===== src/rtl/nfcb_framer_pkg.sv =====
package nfcb_framer_pkg;

  typedef enum logic [2:0] {
    PH_IDLE,
    PH_PRE,
    PH_SOF_LO,
    PH_SOF_HI,
    PH_WAIT,
    PH_CHAR,
    PH_EOF_LO,
    PH_EOF_HI
  } phase_t;

  typedef struct packed {
    logic newFrame;
    logic loadChar;
    logic shiftChar;
  } dpStrobe_t;

  localparam int CHAR_ETUS = 10;

endpackage


===== src/rtl/nfcb_framer_ctrl.sv =====
module nfcb_framer_ctrl
  import nfcb_framer_pkg::*;
#(
  parameter int LEN_W      = 8,
  parameter int PRE_ETU    = 20,
  parameter int SOF_LO_ETU = 10,
  parameter int SOF_HI_ETU = 2,
  parameter int EOF_LO_ETU = 10,
  parameter int EOF_HI_ETU = 2,
  parameter int REP        = 4
) (
  input  logic             clk,
  input  logic             rstN,
  input  logic             startPulse,
  input  logic [LEN_W-1:0] frameLen,
  input  logic             advance,
  input  logic             pfValid,
  input  logic             charBit,
  output dpStrobe_t        strb,
  output logic [LEN_W-1:0] lenLatched,
  output logic             bitOut,
  output logic             bitReady,
  output logic             busy,
  output logic             done
);

  localparam int MAX_A   = (PRE_ETU > CHAR_ETUS) ? PRE_ETU : CHAR_ETUS;
  localparam int MAX_B   = (SOF_LO_ETU > EOF_LO_ETU) ? SOF_LO_ETU : EOF_LO_ETU;
  localparam int ETU_MAX = (MAX_A > MAX_B) ? MAX_A : MAX_B;
  localparam int ETU_W   = $clog2(ETU_MAX + 1);
  localparam int REP_W   = $clog2(REP + 1);

  phase_t           phase, phaseNext;
  logic [ETU_W-1:0] etuCnt, curLen;
  logic [REP_W-1:0] repCnt;
  logic [LEN_W-1:0] sentCnt;
  logic             stepBit, etuEnd, lastEtu, phaseEnd, moreBytes, doneNext;

  function automatic logic [ETU_W-1:0] phaseEtus(input phase_t p);
    case (p)
      PH_PRE:    return ETU_W'(PRE_ETU);
      PH_SOF_LO: return ETU_W'(SOF_LO_ETU);
      PH_SOF_HI: return ETU_W'(SOF_HI_ETU);
      PH_CHAR:   return ETU_W'(CHAR_ETUS);
      PH_EOF_LO: return ETU_W'(EOF_LO_ETU);
      PH_EOF_HI: return ETU_W'(EOF_HI_ETU);
      default:   return ETU_W'(1);
    endcase
  endfunction

  always_comb begin
    curLen    = phaseEtus(phase);
    bitReady  = (phase != PH_IDLE) && (phase != PH_WAIT);
    busy      = (phase != PH_IDLE);
    stepBit   = bitReady && advance;
    etuEnd    = stepBit && (repCnt == REP_W'(REP - 1));
    lastEtu   = (etuCnt == curLen - ETU_W'(1));
    phaseEnd  = etuEnd && lastEtu;
    moreBytes = (sentCnt < lenLatched);
  end

  always_comb begin
    case (phase)
      PH_SOF_LO, PH_EOF_LO: bitOut = 1'b0;
      PH_CHAR:              bitOut = charBit;
      default:              bitOut = 1'b1;
    endcase
  end

  always_comb begin
    phaseNext = phase;
    strb      = '0;
    doneNext  = 1'b0;
    case (phase)
      PH_IDLE: if (startPulse) begin
        phaseNext     = PH_PRE;
        strb.newFrame = 1'b1;
      end
      PH_PRE:    if (phaseEnd) phaseNext = PH_SOF_LO;
      PH_SOF_LO: if (phaseEnd) phaseNext = PH_SOF_HI;
      PH_SOF_HI, PH_CHAR: begin
        if (phaseEnd) begin
          if (!moreBytes) begin
            phaseNext = PH_EOF_LO;
          end else if (pfValid) begin
            phaseNext     = PH_CHAR;
            strb.loadChar = 1'b1;
          end else begin
            phaseNext = PH_WAIT;
          end
        end else if (etuEnd && phase == PH_CHAR) begin
          strb.shiftChar = 1'b1;
        end
      end
      PH_WAIT: if (pfValid) begin
        phaseNext     = PH_CHAR;
        strb.loadChar = 1'b1;
      end
      PH_EOF_LO: if (phaseEnd) phaseNext = PH_EOF_HI;
      PH_EOF_HI: if (phaseEnd) begin
        phaseNext = PH_IDLE;
        doneNext  = 1'b1;
      end
      default: phaseNext = PH_IDLE;
    endcase
  end

  always_ff @(posedge clk) begin
    if (!rstN) begin
      phase      <= PH_IDLE;
      etuCnt     <= '0;
      repCnt     <= '0;
      sentCnt    <= '0;
      lenLatched <= '0;
      done       <= 1'b0;
    end else begin
      phase <= phaseNext;
      done  <= doneNext;
      if (phaseEnd || (phaseNext != phase)) etuCnt <= '0;
      else if (etuEnd)                      etuCnt <= etuCnt + ETU_W'(1);
      if (strb.newFrame) repCnt <= '0;
      else if (stepBit)  repCnt <= (repCnt == REP_W'(REP - 1)) ? '0 : repCnt + REP_W'(1);
      if (strb.newFrame) begin
        sentCnt    <= '0;
        lenLatched <= frameLen;
      end else if (strb.loadChar) begin
        sentCnt <= sentCnt + LEN_W'(1);
      end
    end
  end

endmodule


===== src/rtl/nfcb_framer_dp.sv =====
module nfcb_framer_dp
  import nfcb_framer_pkg::*;
#(
  parameter int LEN_W = 8
) (
  input  logic             clk,
  input  logic             rstN,
  input  dpStrobe_t        strb,
  input  logic [LEN_W-1:0] lenLatched,
  input  logic             busy,
  input  logic             byteValid,
  input  logic [7:0]       byteData,
  output logic             byteReq,
  output logic [LEN_W-1:0] byteIdx,
  output logic             pfValid,
  output logic             charBit
);

  logic [7:0]           pfReg;
  logic [CHAR_ETUS-1:0] shReg;
  logic [LEN_W-1:0]     reqIdx;
  logic                 capture;

  always_comb begin
    byteReq = busy && !pfValid && (reqIdx < lenLatched);
    byteIdx = reqIdx;
    capture = byteReq && byteValid;
    charBit = shReg[0];
  end

  always_ff @(posedge clk) begin
    if (!rstN) begin
      pfReg   <= '0;
      pfValid <= 1'b0;
      reqIdx  <= '0;
    end else if (strb.newFrame) begin
      pfValid <= 1'b0;
      reqIdx  <= '0;
    end else if (capture) begin
      pfReg   <= byteData;
      pfValid <= 1'b1;
      reqIdx  <= reqIdx + LEN_W'(1);
    end else if (strb.loadChar) begin
      pfValid <= 1'b0;
    end
  end

  always_ff @(posedge clk) begin
    if (!rstN)               shReg <= '1;
    else if (strb.loadChar)  shReg <= {1'b1, pfReg, 1'b0};
    else if (strb.shiftChar) shReg <= {1'b1, shReg[CHAR_ETUS-1:1]};
  end

endmodule


===== src/rtl/nfcb_resp_framer.sv =====
module nfcb_resp_framer
  import nfcb_framer_pkg::*;
#(
  parameter int LEN_W      = 8,
  parameter int PRE_ETU    = 20,
  parameter int SOF_LO_ETU = 10,
  parameter int SOF_HI_ETU = 2,
  parameter int EOF_LO_ETU = 10,
  parameter int EOF_HI_ETU = 2,
  parameter int REP        = 4
) (
  input  logic             clk,
  input  logic             rstN,
  input  logic             startPulse,
  input  logic [LEN_W-1:0] frameLen,
  output logic             byteReq,
  output logic [LEN_W-1:0] byteIdx,
  input  logic             byteValid,
  input  logic [7:0]       byteData,
  output logic             bitOut,
  output logic             bitReady,
  input  logic             advance,
  output logic             busy,
  output logic             done
);

  dpStrobe_t        strb;
  logic [LEN_W-1:0] lenLatched;
  logic             pfValid, charBit;

  nfcb_framer_ctrl #(
    .LEN_W(LEN_W), .PRE_ETU(PRE_ETU), .SOF_LO_ETU(SOF_LO_ETU),
    .SOF_HI_ETU(SOF_HI_ETU), .EOF_LO_ETU(EOF_LO_ETU),
    .EOF_HI_ETU(EOF_HI_ETU), .REP(REP)
  ) u_ctrl (
    .clk(clk), .rstN(rstN), .startPulse(startPulse), .frameLen(frameLen),
    .advance(advance), .pfValid(pfValid), .charBit(charBit), .strb(strb),
    .lenLatched(lenLatched), .bitOut(bitOut), .bitReady(bitReady),
    .busy(busy), .done(done)
  );

  nfcb_framer_dp #(.LEN_W(LEN_W)) u_dp (
    .clk(clk), .rstN(rstN), .strb(strb), .lenLatched(lenLatched),
    .busy(busy), .byteValid(byteValid), .byteData(byteData),
    .byteReq(byteReq), .byteIdx(byteIdx), .pfValid(pfValid),
    .charBit(charBit)
  );

endmodule


===== config.mk =====
export PLATFORM = sky130hd
export DESIGN_NAME = nfcb_resp_framer
export DESIGN_NICKNAME = d
export VERILOG_FILES = /design/src/rtl/nfcb_framer_pkg.sv /design/src/rtl/nfcb_framer_ctrl.sv /design/src/rtl/nfcb_framer_dp.sv /design/src/rtl/nfcb_resp_framer.sv
export SDC_FILE = /design/constraint.sdc
export NUM_CORES = 1
export LEC_CHECK = 0
export BUFFER_PORTS_ARGS = -buffer_cell sky130_fd_sc_hd__buf_2
export CORE_ASPECT_RATIO = 0.5
export CORE_MARGIN = 2
export CORE_UTILIZATION = 50
export DETAILED_ROUTE_END_ITERATION = 12
export PLACE_DENSITY = 0.69
export SLEW_MARGIN = 20
export SYNTH_ARGS = -nofsm -noshare
export SYNTH_HDL_FRONTEND = slang
export SYNTH_HIERARCHICAL = 1
export SYNTH_SLANG_ARGS = --single-unit

===== constraint.sdc =====
create_clock -name clk -period 3.9 [get_ports clk]
set_input_delay 0.78 -clock clk [delete_from_list [all_inputs] [get_ports clk]]
set_output_delay 0.78 -clock clk [all_outputs]
set_load 0.01 [all_outputs]

; Word level (Yosys, flattened, before mapping)
; Cells that the tools add are included.
[classes]
mux = 27
addsub = 5
n_reduce_logical = 22
eq_ne = 11
n_lt_le_gt_ge = 2
bitwise = 2
[op_table]
columns = op, count
row1 = $mux W3, 8
row2 = $pmux W3 S7, 1
row3 = $mux W9, 2
row4 = $add A8 B1 Y8 const B, 2
row5 = $lt A8 B8 Y1, 2
row6 = $pmux W5 S3, 1
row7 = $eq A3 B3 Y1 const B, 4
row8 = $mux W1, 12
row9 = $reduce_or A2 Y1, 5
row10 = $eq A3 B2 Y1 const B, 3
row11 = $logic_and A1 B1 Y1, 8
row12 = $add A5 B1 Y5 const B, 1
row13 = $eq A5 B5 Y1, 1
row14 = $sub A5 B1 Y5 const B, 1
row15 = $pmux W1 S2, 2
row16 = $reduce_and A2 Y1, 2
row17 = $reduce_bool A2 Y1, 2
row18 = $add A3 B1 Y3 const B, 1
row19 = $eq A3 B1 Y1 const B, 1
row20 = $logic_not A3 Y1, 1
row21 = $ne A3 B3 Y1, 1
row22 = $ne A3 B3 Y1 const B, 1
row23 = $reduce_bool A3 Y1, 1
row24 = $reduce_or A3 Y1, 1
row25 = 4 further kinds, 5
[totals]
in_bits = 21
reg_bits = 54

; Longest topological paths before layout
; Gate-level depths: netlist (run 1).
[depth]
depth_word = 11
mapped_depth = 12
mapped_depth_nobuf = 10

; Cells and area by module
; Netlist (run 1), hierarchy kept.
[modules_own_cells]
columns = mod, instances, area_each_um2, cells_per_inst, seq_area_each_um2
row1 = nfcb_framer_ctrl, 1, 1508.9, 188, 560.5
row2 = nfcb_framer_dp, 1, 1313.8, 149, 520.5

; Worst setup path after synthesis (run 1)
; Ideal clock, no wire load.
[synth_path]
path_kind = input-to-reg
from = input advance
to = register u_dp.shReg[1]
arrival_time_ns = 2.972
n_path_buf = 2
cell_stages = 10
setup_time_ns = 0.128
path_slack_ns = 0.800
path_cell_list = o21ai_1 > or3_1 > a2111o_1 > nor4_2 > o31ai_1 > buf_2 > inv_2 > clkbuf_1 > mux2i_1 > nand2_1
[synth_lines]
columns = item, line_no
row1 = "start, declared", nfcb_resp_framer.sv:22  ; input logic advance,
row2 = "end signal, assigned", nfcb_framer_dp.sv:50  ; else if (strb.loadChar) shReg <= {1'b1, pfReg, 1'b0};
row3 = "end signal, assigned", nfcb_framer_dp.sv:51  ; else if (strb.shiftChar) shReg <= {1'b1, shReg[CHAR_ETUS-1:1]};
row4 = "end, declared", nfcb_framer_dp.sv:20  ; logic [CHAR_ETUS-1:0] shReg;

; Worst setup path after layout (run 1)
[layout_path]
from = register u_ctrl.phase[1]
to = register u_ctrl.sentCnt[6]
[layout_between]
elab_chain_len = 8
word_cells_on_any_way = 24
cone_classes = add/sub: 1 / eq/ne: 9 / mux: 4 / reduce/logical: 10
[layout_rtl]
columns = item, line_no
row1 = "start, declared", nfcb_framer_ctrl.sv:33  ; phase_t phase, phaseNext;
row2 = "start signal, assigned", nfcb_framer_ctrl.sv:117  ; phase <= phaseNext;
row3 = $eq A3 B2 Y1 (tied with other cells), nfcb_framer_ctrl.sv:40  ; case (p)
row4 = $reduce_or A3 Y1 (no line) / $reduce_or A2 Y1 (equally long branches), n/a
row5 = $pmux W5 S3, nfcb_framer_ctrl.sv:40
row6 = $sub A5 B1 Y5, nfcb_framer_ctrl.sv:57  ; lastEtu = (etuCnt == curLen - ETU_W'(1));
row7 = $eq A5 B5 Y1, nfcb_framer_ctrl.sv:57
row8 = $logic_and A1 B1 Y1, nfcb_framer_ctrl.sv:58  ; phaseEnd = etuEnd && lastEtu;
row9 = $mux W1, nfcb_framer_ctrl.sv:82  ; if (phaseEnd) begin
row10 = $pmux W1 S2, nfcb_framer_ctrl.sv:74  ; case (phase)
row11 = "end signal, assigned", nfcb_framer_ctrl.sv:127  ; sentCnt <= sentCnt + LEN_W'(1);
row12 = "end, declared", nfcb_framer_ctrl.sv:36  ; logic [LEN_W-1:0] sentCnt;
; Several ways; a longest one is shown, not always the timed one.
; A chain may end at the register's enable or synchronous reset.

==> results.sh, run 1 <==
export IMPL_run_status="finished, final reports clean"
export IMPL_power_leakage_nw=1.27
export IMPL_numCtsBuffers=5
export IMPL_fin_worst_skew_ps=7.01
export IMPL_top_library_cells_by_usage_in_the_layout_fill_and_taps_aside="sky130_fd_sc_hd__nand2_1, sky130_fd_sc_hd__dfxtp_1, sky130_fd_sc_hd__buf_2"
export IMPL_yosys_area_share_xor_xnor=0.0217
export IMPL_crit_path_cell_trace="o21ai_1, or3_1, a2111o_1, nor4_2, o31ai_1, buf_4, or4_1, a21oi_1"
export IMPL_worst_slew_pin_slew_ps=819
export IMPL_fmax_mhz=327
export IMPL_min_delay_worst_endpoint="u_dp/pfReg[6]$_SDFFE_PN0P_"
export IMPL_antenna_violations_before_repair=0
export IMPL_first_pass_iters=5
export IMPL_peakVddDrop_uv=211
export IMPL_placement_setup_worst_slack_ps=489
export IMPL_met2WireLength_um=2690
export IMPL_synthSimpleGateAreaFrac=0.225
export IMPL_boundaryPins=34
export IMPL_synth_yosys_warnings=6
export IMPL_initial_core_util=0.516
export IMPL_r2r_start="u_ctrl/phase[1]$_SDFF_PN0_"
export IMPL_post_synth_edffs=0
export IMPL_clkPwrFrac=0.467
export IMPL_floorplan_rows=19
export IMPL_cp_top_family="simple AND/OR/NAND/NOR gates"
export IMPL_synth_cells=337
export IMPL_first_global_vias=2314
export IMPL_die_y_um=57.1
export IMPL_critical_path_class="reg2reg"
export IMPL_worst_path_max_delay_cell="sky130_fd_sc_hd__dfxtp_1"
export IMPL_wire_length_of_the_first_global_routing_pass_um=9980
export IMPL_detail_route_wirelength_met1_um=2930
export IMPL_fin_util=0.590
export IMPL_maximum_fanout_count_along_the_critical_path=14
export IMPL_worstHoldPathCells=2
export IMPL_share_seq_of_total_power=0.459
export IMPL_post_cts_resized_instances=0
export IMPL_design_power_total_mw=1.24
export IMPL_synth_ff_latch_count=54
export IMPL_design_final_nets=404
export IMPL_setup_total_negative_slack_ps=0
export IMPL_final_layout_size_suffix_gt1_frac=0.158
export IMPL_final_setup_worst_slack_ps=839
export IMPL_detailroute_wirelength_met3_um=256
export IMPL_mappedNetlistArea_sq_um=2820
export IMPL_critPathArrivalTime_ps=3280
export IMPL_top_layer_used="met4"
export IMPL_areaGrowthSynthToFinish_pct=14.4
export IMPL_tritoncts="built"
export IMPL_ys_seq_area_frac=0.383
export IMPL_synth_top_family_by_area="simple AND/OR/NAND/NOR gates"
export IMPL_clockRootBuffer="sky130_fd_sc_hd__clkbuf_16"
export IMPL_gr_usage_all_layers=0.197
export IMPL_synth_area_mux_share=0.0953
export IMPL_wirelength_um=5930
export IMPL_final_period_utilization=0.785
export IMPL_worst_path_stages=8
export IMPL_ctsHoldBuffers=0
export IMPL_timing_hold_worst_start="u_dp/pfReg[6]$_SDFFE_PN0P_"
export IMPL_synthesis_area_per_instance_sq_um=8.38
export IMPL_post_place_cells=431
export IMPL_layout_min_cycle_time_ps=3060
export IMPL_synth_fp_nets=376
export IMPL_cap_violations=0
export IMPL_share_comb_of_total_power=0.074
export IMPL_route_detailed_vias_per_inst=5.47
export IMPL_cts_reportedPaths_clkPinSlew_ps=70
export IMPL_detailroute_via_count=2402
export IMPL_power_per_unit_of_standard_cell_area_nw_per_um2=385
export IMPL_die_width_um=110
export IMPL_r2r_slack_ps=840
export IMPL_synthFlopType="sky130_fd_sc_hd__dfxtp_1"
export IMPL_leftover_overflow_at_the_end_of_global_routing=0
export IMPL_slew_limit_headroom=0.450
export IMPL_detailed_route_iter0_violations=232
export IMPL_tritoncts_num_sinks=54
export IMPL_fp_dieArea_sq_um=6300
export IMPL_finalWeightedCongestion=0.839
export IMPL_required_ps=4110
export IMPL_timing_rr_end="u_ctrl/sentCnt[6]$_SDFFE_PP0P_"
export IMPL_synth_async_sr_flop_share=0
export IMPL_dp_hpwl_um=4280
export IMPL_power_net_switching_uw=262
export IMPL_clk_insertion_delay_late_ps=290
export IMPL_cts_post_setup_buffers_inserted=0
export IMPL_critical_path_endpoint_type="flip-flop"
export IMPL_port_buffer_count=33
export IMPL_core_sq_um=5470
export IMPL_swShare=0.211
export IMPL_synthesized_area_fraction_occupied_by_ao_oa_aoi_and_oai_cells=0.141
export IMPL_grt_max_degree=32
export IMPL_timing_final_setup_violations=0
export IMPL_drv_slew=0
export IMPL_critical_path_startpoint_type="flip-flop"
export IMPL_drt_drc_violations_left=0
export IMPL_cts_max_level=2
export IMPL_cts_max_path_buffers=2
export IMPL_timing_reg2reg_worst_path_depth=8
export IMPL_final_instance_count_excl_fill=439
export IMPL_drt_wirelength_per_cell_um=13.5
export IMPL_critPathMaxStageDelay_ps=540
export IMPL_synthAdderAreaFrac=0.0798
export IMPL_number_of_nets_with_antenna_violations_after_routing=0
export IMPL_synth_distinct_cells=45
export IMPL_hold_violations=0
export IMPL_min_delay_path_class="reg2reg"
export IMPL_power_report_internal_total_uw=981
export IMPL_n_antenna_cell=0
export IMPL_grt_setup_unrepaired="no"
export IMPL_critPathBufInv=1
-- how the worst max path moves through the flow --
stage                                endpoint                       start
2_1_floorplan      u_dp/shReg[1]$_SDFFE_PN1P_                     advance
3_3_place_gp       u_dp/shReg[1]$_SDFFE_PN1P_                     advance
3_5_place_dp       u_dp/shReg[1]$_SDFFE_PN1P_                     advance
4_1_cts            u_dp/shReg[1]$_SDFFE_PN1P_  u_ctrl/phase[0]$_SDFF_PN0_
5_1_grt        u_ctrl/sentCnt[7]$_SDFFE_PP0P_  u_ctrl/phase[1]$_SDFF_PN0_
6_report       u_ctrl/sentCnt[6]$_SDFFE_PP0P_  u_ctrl/phase[1]$_SDFF_PN0_
-- metrics by stage --
| stage | hold WS, ps | cell area [sq um] |
|---|---|---|
| finish | 463 | 3230 |
| global route | 487 | 3230 |
| CTS | 462 | 3220 |
| detailed placement | 453 | 3020 |
| global placement | 450 | 3020 |
| floorplan | 434 | 2820 |
-- power by group through the flow --
stage / clock network, mW / logic, mW / registers, mW
global placement: 0 / 0.0877 / 0.583
detailed placement: 0 / 0.0909 / 0.583
floorplan: 0 / 0.0663 / 0.579
finish: 0.581 / 0.0917 / 0.571
CTS: 0.590 / 0.0918 / 0.570
global route: 0.613 / 0.104 / 0.572
-- cell usage after synthesis, types with 3 or more instances --
library cell / number / area share
sky130_fd_sc_hd__nor2_1: 14 / 0.019
sky130_fd_sc_hd__dfxtp_1: 54 / 0.38
sky130_fd_sc_hd__nand2b_1: 5 / 0.011
sky130_fd_sc_hd__nand2_1: 54 / 0.072
sky130_fd_sc_hd__or2_2: 3 / 0.0066
sky130_fd_sc_hd__nor3_1: 5 / 0.0089
sky130_fd_sc_hd__ha_1: 18 / 0.080
sky130_fd_sc_hd__xnor2_1: 3 / 0.0093
sky130_fd_sc_hd__mux2i_1: 19 / 0.067
sky130_fd_sc_hd__o31ai_1: 5 / 0.013
sky130_fd_sc_hd__xor2_1: 4 / 0.012
sky130_fd_sc_hd__mux2_2: 7 / 0.028
sky130_fd_sc_hd__or3_1: 13 / 0.029
sky130_fd_sc_hd__o21ai_0: 16 / 0.028
sky130_fd_sc_hd__or4_1: 4 / 0.011
sky130_fd_sc_hd__o21ai_1: 3 / 0.0053
sky130_fd_sc_hd__nand3_1: 12 / 0.021
sky130_fd_sc_hd__nor2b_1: 6 / 0.013
sky130_fd_sc_hd__inv_1: 22 / 0.029
sky130_fd_sc_hd__clkbuf_1: 8 / 0.011
sky130_fd_sc_hd__a21oi_1: 30 / 0.053
-- routing by layer --
| layer | vias up | track usage |
|---|---|---|
| li1 | 1230 | - |
| met1 | 1120 | 0.260 |
| met2 | 44 | 0.333 |
| met3 | 8 | 0.0423 |
| met4 | 0 | 0.0518 |
| met5 | - | 0 |
-- cells by family (layout without fill, tap and decap cells) --
logic type                 Yosys count  count (layout)
xor gates and xnor gates             7               7
muxes                               26              26
adders and majority gates           18              18
buffers and inverters               37              66
AOI/OAI and AO/OA                   67              67
DFF                                 54              54
and+or+nand+nor                    128             128
-- sequential cells by signal, summed over array words and instances (netlist names) --
signal / cells
u_ctrl/lenLatched: 8
u_ctrl/sentCnt: 8
u_dp/pfReg: 8
u_ctrl/done: 1
u_dp/byteIdx: 8
u_ctrl/phase: 3
u_ctrl/etuCnt: 5
u_dp/shReg: 9
u_ctrl/repCnt: 3
u_dp/pfValid: 1
-- cell type report --
class | count | area, sq um
flip-flops and latches | 54 | 1080
clock buffers | 6 | 139
multi-input cells | 246 | 1590
fillers | 504 | 2240
clock inverters | 2 | 60.1
inverters | 24 | 90.1
repair buffers | 34 | 173
well taps | 73 | 91.3
-- tightest hold or removal path: stages (launching register included) --
cell and delay, ps:
sky130_fd_sc_hd__dfxtp_1 310, sky130_fd_sc_hd__nand2_1 50, sky130_fd_sc_hd__mux2i_1 50
Note: power is estimated with default switching activity, not from simulation.
==> run 2: changes to the inputs <==
--- a/config.mk
+++ b/config.mk
@@ -10,7 +10,7 @@
 export CORE_MARGIN = 2
 export CORE_UTILIZATION = 50
 export DETAILED_ROUTE_END_ITERATION = 12
-export PLACE_DENSITY = 0.69
+export PLACE_DENSITY = 0.72
 export SLEW_MARGIN = 20
 export SYNTH_ARGS = -nofsm -noshare
 export SYNTH_HDL_FRONTEND = slang
==> constraint.sdc (replaced) <==
create_clock -name clk -period 2.5 [get_ports clk]
set_input_delay 0.5 -clock clk [delete_from_list [all_inputs] [get_ports clk]]
set_output_delay 0.5 -clock clk [all_outputs]
set_load 0.01 [all_outputs]
==> results.sh, run 2 (synthesis gave the netlist of run 1 again) <==
export IMPL_ctsHoldBuffers=0
export IMPL_cts_max_level=2
export IMPL_slew_limit_headroom=0.656
export IMPL_final_layout_size_suffix_gt1_frac=0.303
export IMPL_floorplan_rows=19
export IMPL_grt_met1_usage=0.269
export IMPL_power_per_unit_of_standard_cell_area_nw_per_um2=478
export IMPL_wirelength_um=6670
export IMPL_antenna_violations_before_repair=0
export IMPL_worst_slew_pin_slew_ps=516
export IMPL_timing_final_setup_violations=14
export IMPL_grt_setup_unrepaired="yes"
export IMPL_cts_max_path_buffers=2
export IMPL_leftover_overflow_at_the_end_of_global_routing=0
export IMPL_drt_drc_violations_left=0
export IMPL_initial_core_util=0.516
export IMPL_grt_util_met3=0.0594
export IMPL_fin_worst_skew_ps=7.05
export IMPL_clockRootBuffer="sky130_fd_sc_hd__clkbuf_16"
export IMPL_placement_setup_worst_slack_ps=-457
export IMPL_maximum_fanout_count_along_the_critical_path=5
export IMPL_worstHoldPathCells=3
export IMPL_hold_violations=0
export IMPL_areaGrowthSynthToFinish_pct=30.9
export IMPL_port_buffer_count=33
export IMPL_drt_wirelength_per_cell_um=13.7
export IMPL_drv_slew=0
export IMPL_n_antenna_cell=0
export IMPL_timing_reg2reg_worst_path_depth=8
export IMPL_final_setup_worst_slack_ps=-199
export IMPL_largest_register_ff_count=9
export IMPL_dp_hpwl_um=4850
export IMPL_top_library_cells_by_usage_in_the_layout_fill_and_taps_aside="sky130_fd_sc_hd__nand2_1, sky130_fd_sc_hd__dfxtp_1, sky130_fd_sc_hd__buf_4"
export IMPL_global_route_peak_usage_layer="met2"
export IMPL_die_y_um=57.1
export IMPL_grt_max_degree=31
export IMPL_die_width_um=110
export IMPL_core_sq_um=5470
export IMPL_route_detailed_vias_per_inst=5.38
export IMPL_cap_violations=0
export IMPL_worst_path_max_delay_cell="sky130_fd_sc_hd__or4_4"
export IMPL_design_final_nets=451
export IMPL_boundaryPins=34
export IMPL_cts_reportedPaths_clkPinSlew_ps=70
export IMPL_critical_path_class="reg2reg"
export IMPL_peakVddDrop_uv=284
export IMPL_met2_usage=0.382
export IMPL_critPathArrivalTime_ps=2910
export IMPL_min_delay_path_class="in2reg"
export IMPL_run_status="finished with violations"
export IMPL_first_global_vias=2576
export IMPL_fillCellCount=428
export IMPL_layout_min_cycle_time_ps=2700
export IMPL_post_place_cells=471
export IMPL_power_leakage_nw=1.51
export IMPL_fp_dieArea_sq_um=6300
export IMPL_fmax_mhz=370
export IMPL_detailroute_via_count=2615
export IMPL_multi_input_area_sq_um=1740
export IMPL_violations="negative setup slack"
export IMPL_crit_path_cell_trace="and3b_1, or3_4, a2111o_1, buf_6, nor4_4, o31ai_4, or4_4, a21oi_2"
export IMPL_setup_total_negative_slack_ps=-1120
export IMPL_design_power_total_mw=1.77
export IMPL_final_instance_count_excl_fill=486
export IMPL_critPathMaxStageDelay_ps=560
export IMPL_layout_commonest_cell="sky130_fd_sc_hd__nand2_1"
export IMPL_tritoncts="built"
export IMPL_worst_hold_slack_ps=448
export IMPL_gr_usage_all_layers=0.222
export IMPL_top_reg_by_flops="u_dp/shReg"
export IMPL_critical_path_endpoint_type="flip-flop"
export IMPL_numCtsBuffers=5
export IMPL_seqCellArea_sq_um=1090
export IMPL_detailed_route_iter0_violations=132
export IMPL_required_ps=2710
export IMPL_tritoncts_num_sinks=54
export IMPL_finalWeightedCongestion=0.844
export IMPL_final_period_utilization=1.08
export IMPL_first_pass_iters=4
export IMPL_clk_insertion_delay_late_ps=280
export IMPL_critical_path_startpoint_type="flip-flop"
export IMPL_wire_length_of_the_first_global_routing_pass_um=11000
export IMPL_number_of_nets_with_antenna_violations_after_routing=0
==> run 2: cell types whose count changed in the layout (fill, tap and decap cells not counted), moves of 2 or more <==
| cell | before | now |
|---|---|---|
| sky130_fd_sc_hd__dfxtp_1 | 54 | 48 |
| sky130_fd_sc_hd__nor4_4 | 0 | 2 |
| sky130_fd_sc_hd__a21oi_1 | 30 | 26 |
| sky130_fd_sc_hd__or4_4 | 0 | 2 |
| sky130_fd_sc_hd__bufinv_16 | 2 | 0 |
| sky130_fd_sc_hd__o31ai_4 | 0 | 5 |
| sky130_fd_sc_hd__dfxtp_2 | 0 | 6 |
| sky130_fd_sc_hd__buf_6 | 0 | 2 |
| sky130_fd_sc_hd__o31ai_1 | 5 | 1 |
| sky130_fd_sc_hd__or4_1 | 4 | 2 |
| sky130_fd_sc_hd__a21oi_2 | 0 | 4 |
| sky130_fd_sc_hd__buf_4 | 1 | 44 |
==> run 2: area by class of cell <==
type | instances | area share
multi-input cells | 247 | 0.470
flip-flops and latches | 54 | 0.295
repair buffers | 80 | 0.146
clock buffers | 7 | 0.0386
inverters | 24 | 0.0251
well taps | 73 | 0.0247
clock inverters | 1 | 0.00135
==> run 2: report_power, final <==
| part | switching, mW | internal (mW) | total (mW) |
|---|---|---|---|
| clock network | 0.289 | 0.397 | 0.686 |
| logic | 0.109 | 0.0834 | 0.192 |
| registers | 0.0125 | 0.876 | 0.889 |
==> run 2: per-layer routing <==
metal	share of wire	routed length, um
met5	0	0
met4	0.025	165
met3	0.054	358
met2	0.47	3120
met1	0.45	3030
==> run 2: timing repair <==
item / CTS / global route
setup endpoints to repair: 19 / 17
resized for setup: 19 / 13
pin swaps: 12 / 10
cloned: 1 / 0
buffers inserted: 4 / 2
==> run 2: through the flow <==
step,area (sq um),utilization
3_5_place_dp,3330,0.609
6_report,3700,0.676
4_1_cts,3600,0.659
3_3_place_gp,3330,0.609
2_1_floorplan,2850,-
5_1_grt,3700,0.676
==> run 2: worst paths after layout <==
kind / startpoint / to / slack [ps]
hold / removal: frameLen[2] / u_ctrl/lenLatched[2]$_SDFFE_PN0P_ / 450
setup / recovery: u_ctrl/phase[2]$_SDFF_PN0_ / u_ctrl/sentCnt[6]$_SDFFE_PP0P_ / -200
setup reg to reg: u_ctrl/phase[2]$_SDFF_PN0_ / u_ctrl/sentCnt[6]$_SDFFE_PP0P_ / -200
hold reg to reg: u_dp/pfReg[5]$_SDFFE_PN0P_ / u_dp/pfReg[5]$_SDFFE_PN0P_ / 460
==> run 2: critical path, delay by kind of cell, from the launching register on <==
family	cells	cell delay (ps)
flip-flops	1	340
AND/OR/NAND/NOR	4	1410
AO/OA/AOI/OAI	3	730
buffers and inverters	1	150
